File: src/rtl/lin_ab_pkg.sv
package lin_ab_pkg;
  localparam int FRAC_W   = 4;  // 16x oversampling -> sixteenths
  localparam int BITS_LOG = 3;  // span covers 8 bit times
  localparam int BRK_BITS = 11;

  typedef enum logic [2:0] {
    ST_IDLE,
    ST_BRK,
    ST_WAIT1,
    ST_COUNT,
    ST_PID
  } ab_state_e;
endpackage

File: src/rtl/lin_ab_brk.sv
module lin_ab_brk #(
  parameter int INT_W = 16,
  parameter int LOW_W = 24
) (
  input  logic                          clk_i,
  input  logic                          rst_ni,
  input  logic                          run_i,
  input  logic                          rxd_i,
  input  logic [INT_W-1:0]              div_int_i,
  input  logic [lin_ab_pkg::FRAC_W-1:0] div_frac_i,
  output logic                          hit_o
);
  import lin_ab_pkg::*;
  localparam int BT_W = INT_W + FRAC_W;

  logic [LOW_W-1:0] low_q, lim;

  assign lim   = LOW_W'({div_int_i, div_frac_i}) * LOW_W'(BRK_BITS);
  assign hit_o = run_i && !rxd_i && (low_q == lim);

  always_ff @(posedge clk_i or negedge rst_ni) begin
    if (!rst_ni)                 low_q <= '0;
    else if (!run_i || rxd_i)    low_q <= '0;
    else if (low_q != '1)        low_q <= low_q + 1'b1;
  end
endmodule

File: src/rtl/lin_ab_sync.sv
module lin_ab_sync #(
  parameter int CNT_W = 23
) (
  input  logic             clk_i,
  input  logic             rst_ni,
  input  logic             arm_i,
  input  logic             run_i,
  input  logic             fall_i,
  output logic             done_o,
  output logic             tmo_o,
  output logic [CNT_W-1:0] cnt_o
);
  logic [CNT_W-1:0] cnt_q;
  logic [2:0]       edg_q;

  assign cnt_o  = cnt_q;
  assign done_o = run_i && fall_i && (edg_q == 3'd4);
  assign tmo_o  = run_i && !fall_i && (cnt_q == '1);

  always_ff @(posedge clk_i or negedge rst_ni) begin
    if (!rst_ni) begin
      cnt_q <= '0;
      edg_q <= '0;
    end else if (arm_i && fall_i) begin
      cnt_q <= CNT_W'(1);  // counts the cycle of each later edge inclusively
      edg_q <= 3'd1;
    end else if (run_i) begin
      cnt_q <= cnt_q + 1'b1;
      if (fall_i) edg_q <= edg_q + 3'd1;
    end
  end
endmodule

File: src/rtl/lin_ab_div.sv
module lin_ab_div #(
  parameter int CNT_W    = 23,
  parameter int INT_W    = 16,
  parameter int INT_RST  = 4,
  parameter int FRAC_RST = 0
) (
  input  logic                          clk_i,
  input  logic                          rst_ni,
  input  logic                          load_i,
  input  logic [CNT_W-1:0]              cnt_i,
  output logic [INT_W-1:0]              div_int_o,
  output logic [lin_ab_pkg::FRAC_W-1:0] div_frac_o
);
  import lin_ab_pkg::*;
  localparam int V_W = INT_W + FRAC_W;

  logic [V_W:0]   sum;
  logic [V_W-1:0] val;

  assign sum = {1'b0, cnt_i[CNT_W-1:BITS_LOG]} + (V_W+1)'(cnt_i[BITS_LOG-1]);
  assign val = sum[V_W] ? '1 : sum[V_W-1:0];

  always_ff @(posedge clk_i or negedge rst_ni) begin
    if (!rst_ni) begin
      div_int_o  <= INT_W'(INT_RST);
      div_frac_o <= FRAC_W'(FRAC_RST);
    end else if (load_i) begin
      div_int_o  <= val[V_W-1:FRAC_W];
      div_frac_o <= val[FRAC_W-1:0];
    end
  end
endmodule

File: src/rtl/lin_ab_pid.sv
module lin_ab_pid (
  input  logic [7:0] byte_i,
  output logic       bad_o
);
  logic p0, p1;
  assign p0    = byte_i[0] ^ byte_i[1] ^ byte_i[2] ^ byte_i[4];
  assign p1    = ~(byte_i[1] ^ byte_i[3] ^ byte_i[4] ^ byte_i[5]);
  assign bad_o = (p0 != byte_i[6]) || (p1 != byte_i[7]);
endmodule

File: src/rtl/lin_autobaud.sv
module lin_autobaud #(
  parameter int CNT_W    = 23,
  parameter int INT_RST  = 4,
  parameter int FRAC_RST = 0,
  localparam int INT_W   = CNT_W - 7,
  localparam int LOW_W   = CNT_W + 1
) (
  input  logic             clk_i,
  input  logic             rst_ni,
  input  logic             en_i,
  input  logic             rxd_i,
  input  logic             rx_valid_i,
  input  logic [7:0]       rx_byte_i,
  output logic             brk_o,
  output logic             sync_o,
  output logic             fifo_rst_o,
  output logic             pid_err_o,
  output logic             tmo_o,
  output logic [INT_W-1:0] div_int_o,
  output logic [3:0]       div_frac_o
);
  import lin_ab_pkg::*;

  ab_state_e        st_q, st_d;
  logic             rxd_q, fall;
  logic             brk_hit, done, tmo, pid_bad;
  logic [CNT_W-1:0] cnt;

  assign fall = rxd_q && !rxd_i;

  lin_ab_brk #(.INT_W(INT_W), .LOW_W(LOW_W)) u_brk (
    .clk_i, .rst_ni,
    .run_i     (en_i && st_q == ST_IDLE),
    .rxd_i,
    .div_int_i (div_int_o),
    .div_frac_i(div_frac_o),
    .hit_o     (brk_hit)
  );

  lin_ab_sync #(.CNT_W(CNT_W)) u_sync (
    .clk_i, .rst_ni,
    .arm_i (en_i && st_q == ST_WAIT1),
    .run_i (en_i && st_q == ST_COUNT),
    .fall_i(fall),
    .done_o(done),
    .tmo_o (tmo),
    .cnt_o (cnt)
  );

  lin_ab_div #(.CNT_W(CNT_W), .INT_W(INT_W), .INT_RST(INT_RST), .FRAC_RST(FRAC_RST)) u_div (
    .clk_i, .rst_ni,
    .load_i    (done),
    .cnt_i     (cnt),
    .div_int_o,
    .div_frac_o
  );

  lin_ab_pid u_pid (.byte_i(rx_byte_i), .bad_o(pid_bad));

  always_comb begin
    st_d = st_q;
    if (!en_i) st_d = ST_IDLE;
    else begin
      unique case (st_q)
        ST_IDLE:  if (brk_hit) st_d = ST_BRK;
        ST_BRK:   if (rxd_i) st_d = ST_WAIT1;
        ST_WAIT1: if (fall) st_d = ST_COUNT;
        ST_COUNT: if (done) st_d = ST_PID;
                  else if (tmo) st_d = ST_IDLE;
        ST_PID:   if (rx_valid_i) st_d = ST_IDLE;
        default:  st_d = ST_IDLE;
      endcase
    end
  end

  always_ff @(posedge clk_i or negedge rst_ni) begin
    if (!rst_ni) begin
      st_q       <= ST_IDLE;
      rxd_q      <= 1'b1;
      brk_o      <= 1'b0;
      sync_o     <= 1'b0;
      fifo_rst_o <= 1'b0;
      pid_err_o  <= 1'b0;
      tmo_o      <= 1'b0;
    end else begin
      st_q       <= st_d;
      rxd_q      <= rxd_i;
      brk_o      <= brk_hit;
      sync_o     <= done;
      fifo_rst_o <= done;
      pid_err_o  <= en_i && st_q == ST_PID && rx_valid_i && pid_bad;
      tmo_o      <= tmo;
    end
  end
endmodule

File: config.mk
export PLATFORM = sky130hd
export DESIGN_NAME = lin_autobaud
export DESIGN_NICKNAME = d
export VERILOG_FILES = /design/src/rtl/lin_ab_pkg.sv /design/src/rtl/lin_ab_brk.sv /design/src/rtl/lin_ab_sync.sv /design/src/rtl/lin_ab_div.sv /design/src/rtl/lin_ab_pid.sv /design/src/rtl/lin_autobaud.sv
export SDC_FILE = /design/constraint.sdc
export NUM_CORES = 1
export LEC_CHECK = 0
export BUFFER_PORTS_ARGS = -buffer_cell sky130_fd_sc_hd__buf_4
export CAP_MARGIN = 10
export CORE_MARGIN = 2
export CORE_UTILIZATION = 40
export DETAILED_ROUTE_END_ITERATION = 7
export SLEW_MARGIN = 20
export SYNTH_ARGS = -nofsm -noshare
export SYNTH_HDL_FRONTEND = slang
export SYNTH_HIERARCHICAL = 1
export SYNTH_SLANG_ARGS = --single-unit
File: constraint.sdc
create_clock -name clk_i -period 5.9 [get_ports clk_i]
set_input_delay 0.885 -clock clk_i [delete_from_list [all_inputs] [get_ports clk_i]]
set_output_delay 0.885 -clock clk_i [all_outputs]
set_load 0.05 [all_outputs]
==> results.yml <==
clock_tree:
  clkSinkCount: 78
  clk_latency_ns: 0.35
  cts_tree: "built"
  cts_hold_buffers: 0
  post_cts_buffers: 0
  root_buffer: "clkbuf_16"
  cts_made_buffers: 9
  post_cts_resized: 0
  clk_path_buf_depth: 2
  clkTransAtPathRegs_ns: 0.06
  cts_max_level: 3
routing:
  vias: 5224
  drc_errors: 0
  wl_per_cell_um: 17.82
  drt_pre_antenna_iters: 5
  drt_wl_total_um: 15880
  drtIter0Drc: 414
  via_per_inst: 5.863
  ant_nets: 0
timing:
  hold_viol: 0
  rsz0062_at_grt: "no"
  drv_slew: 0
  slew_headroom: 0.4130
  period_share: 0.8164
  tightest_slew_ns: 0.8805
  fin_ws_ns: 1.083
  fmax_mhz: 207.6
  fin_crit_ns: 4.817
  setup_viol_count_final: 0
  fin_skew_ns: 0.007338
  tns_ns: 0
synth:
  yosysWarningCount: 6
  ys_ff_latch: 78
  ys_async_sr_fraction: 1.000
  synthesis.area_um2: 6221
  avgSynthCellArea_um2: 9.271
  synth_edf_count: 0
  synth-main-ff-cell: "dfrtp_1"
  synth_nets: 751
  synth_cell_types: 79
  syn_inst: 671
  synth_top_area_cell: "dfrtp_1"
  ys_seq_area_frac: 0.3142
  synth_top_cells_by_count: "dfrtp_1 (76), nor2_1 (76), ha_1 (50)"
  yosys-top-cells-area: "dfrtp_1 (31%), ha_1 (10%), xnor2_1 (6.5%)"
  synth.top_cell.area_share: 0.3057
grt:
  track_usage: 0.2056
  overflow: 0
  grt_pass1_wl_um: 26820
  antenna_found_initial: 0
  grt_max_degree: 79
  grt_pass1_vias: 5081
outcome:
  outcome: "completed"
floorplanning:
  io_pins: 38
  die_area_um2: 16570
  core_um2: 15200
  die_x_um: 128.7
  die_h_um: 128.7
  initial_core_util: 0.4092
  num_rows: 45
setup_path:
  rr_worst_depth: 15
  crit_type: "reg -> reg"
  cpMaxStageDelayCell: "or4_1"
  r2r-start: "u_div/div_int_o[11]"
  r2r-end: "st_q[0]"
  crit_chain: "ha_1, fa_1, ha_1, and3_4, and3_4, o211ai_1, nand3_1, a2111oi_0, nand3_1, or4_1, or4_1, nor4_2, nor2_1, nor3_1, o2bb2ai_1"
  cp_max_fo: 7
  critPathCaptureType: "flip-flop"
  r2r_slack_ns: 1.08
  cp_data_arrival_time_ns: 5.09
  worst_ep_required_time_ns: 6.17
  slowest_delay_ns: 0.53
  cp-start-kind: "flip-flop"
place:
  place_ws_ns: 1.064
  port_buffers: 37
  routabilityCongestion: 0.9434
  dp_hpwl_um: 12230
power:
  max-vdd-ir-drop_v: 0.0001353
  cellLeakagePower_nw: 3.236
  p_per_area_nw_per_um2: 200.3
flow_run:
  cap_violations: 0
cells_and_area:
  areaGrowthSynthToFinish_pct: 11.97
  antenna-diode-count: 0
  nets: 778
  final_layout_size_suffix_gt1_frac: 0.1166
hold_path:
  holdPathEnd: "u_div/div_int_o[2]"
  hold_class: "reg -> reg"
  min_path_cells: 2
  hold_start: "u_div/div_int_o[2]"
## per-layer routing
| layer | track usage | vias up | wire length, um |
|---|---|---|---|
| li1 | - | 2509 | - |
| met1 | 0.3016 | 2576 | 7696 |
| met2 | 0.3122 | 122 | 7231 |
| met3 | 0.04158 | 17 | 754 |
| met4 | 0.04987 | 0 | 196 |
| met5 | 0 | - | 0 |
## state kept, by name (all words and copies together) (netlist names)
name and cells:
rxd_q 1, brk_o 1, st_q 3, u_div/div_frac_o 4, u_brk/low_q 24, tmo_o 1, u_div/div_int_o 16, pid_err_o 1
fifo_rst_o 1, u_sync/edg_q 3, u_sync/cnt_o 23
## cells in the final DEF (no fill, tap or decap), types with 3 or more instances in the layout
cell and n:
nand3_1 28, o221ai_1 4, o21a_1 7, nor3_1 9, fa_1 17, xor2_1 29
nor2b_1 3, nor4_1 14, inv_1 20, and3_1 6, nand2b_1 6, clkbuf_1 3
mux2_2 3, and4_1 8, nand2_1 40, xnor2_1 46, mux2i_1 6, nand3b_1 3
a21o_1 6, a21oi_1 48, clkbuf_16 9, dfrtp_1 76, o21ai_0 22, ha_1 50
and2_1 4, nor2_1 76, o211ai_1 3, or3_1 13, o22ai_1 5, nand4_1 19
a31oi_1 10, or4_1 7, buf_4 38
## cell families after synthesis
kind of cell / share of synthesized area
fa+ha+maj: 0.1553
mux: 0.01508
xor+xnor: 0.1156
compound gates: 0.1414
simple gates: 0.2293
buf+inv: 0.02916
flops: 0.3142
## report_power, final
group / internal [mW] / switching [mW] / leakage [nW]
combinational: 0.0795 / 0.111 / 2.02
sequential: 0.559 / 0.0380 / 1.06
clock: 0.383 / 0.224 / 0.154
## how the worst max path moves through the flow
stage                                    from      end  slack (ns)  cells after the start
final                     u_div/div_int_o[11]  st_q[0]        1.08                     15
after global routing      u_div/div_int_o[11]  st_q[0]        0.77                     15
after CTS                 u_div/div_int_o[11]  st_q[0]        1.04                     15
after detailed placement  u_div/div_int_o[11]  st_q[0]        1.06                     15
after global placement    u_div/div_int_o[11]  st_q[0]        1.11                     15
after floorplan           u_div/div_int_o[13]  st_q[0]        1.41                     16
## stage by stage
step	hold WS, ns	cells	area (um2)	power (mW)	util
detailed placement	0.5351	875	6643	0.7981	0.4370
global placement	0.5456	875	6643	0.7918	0.4370
floorplan	0.5236	671	6221	0.7388	-
global route	0.5951	891	6965	1.467	0.4582
CTS	0.5450	891	6962	1.417	0.4579
finish	0.5462	891	6965	1.395	0.4582
## layout make-up
cell class                 count  area (um2)
timing repair buffer          39       296.5
clock inverter                 3       68.82
clock buffer                  13       250.2
sequential                    78        1954
inverter                      20       75.07
multi-input combinational    550        4085
tap                          188       235.2
fill                        1463        8237
## worst max-delay path: cells and delay by family, from the launching register on
| kind | cells | cell delay, ns |
|---|---|---|
| adders and majority gates | 3 | 1.28 |
| DFF | 1 | 0.46 |
| AOI/OAI and AO/OA | 3 | 0.77 |
| and+or+nand+nor | 9 | 2.24 |
Power figures use the tool's default switching activity.
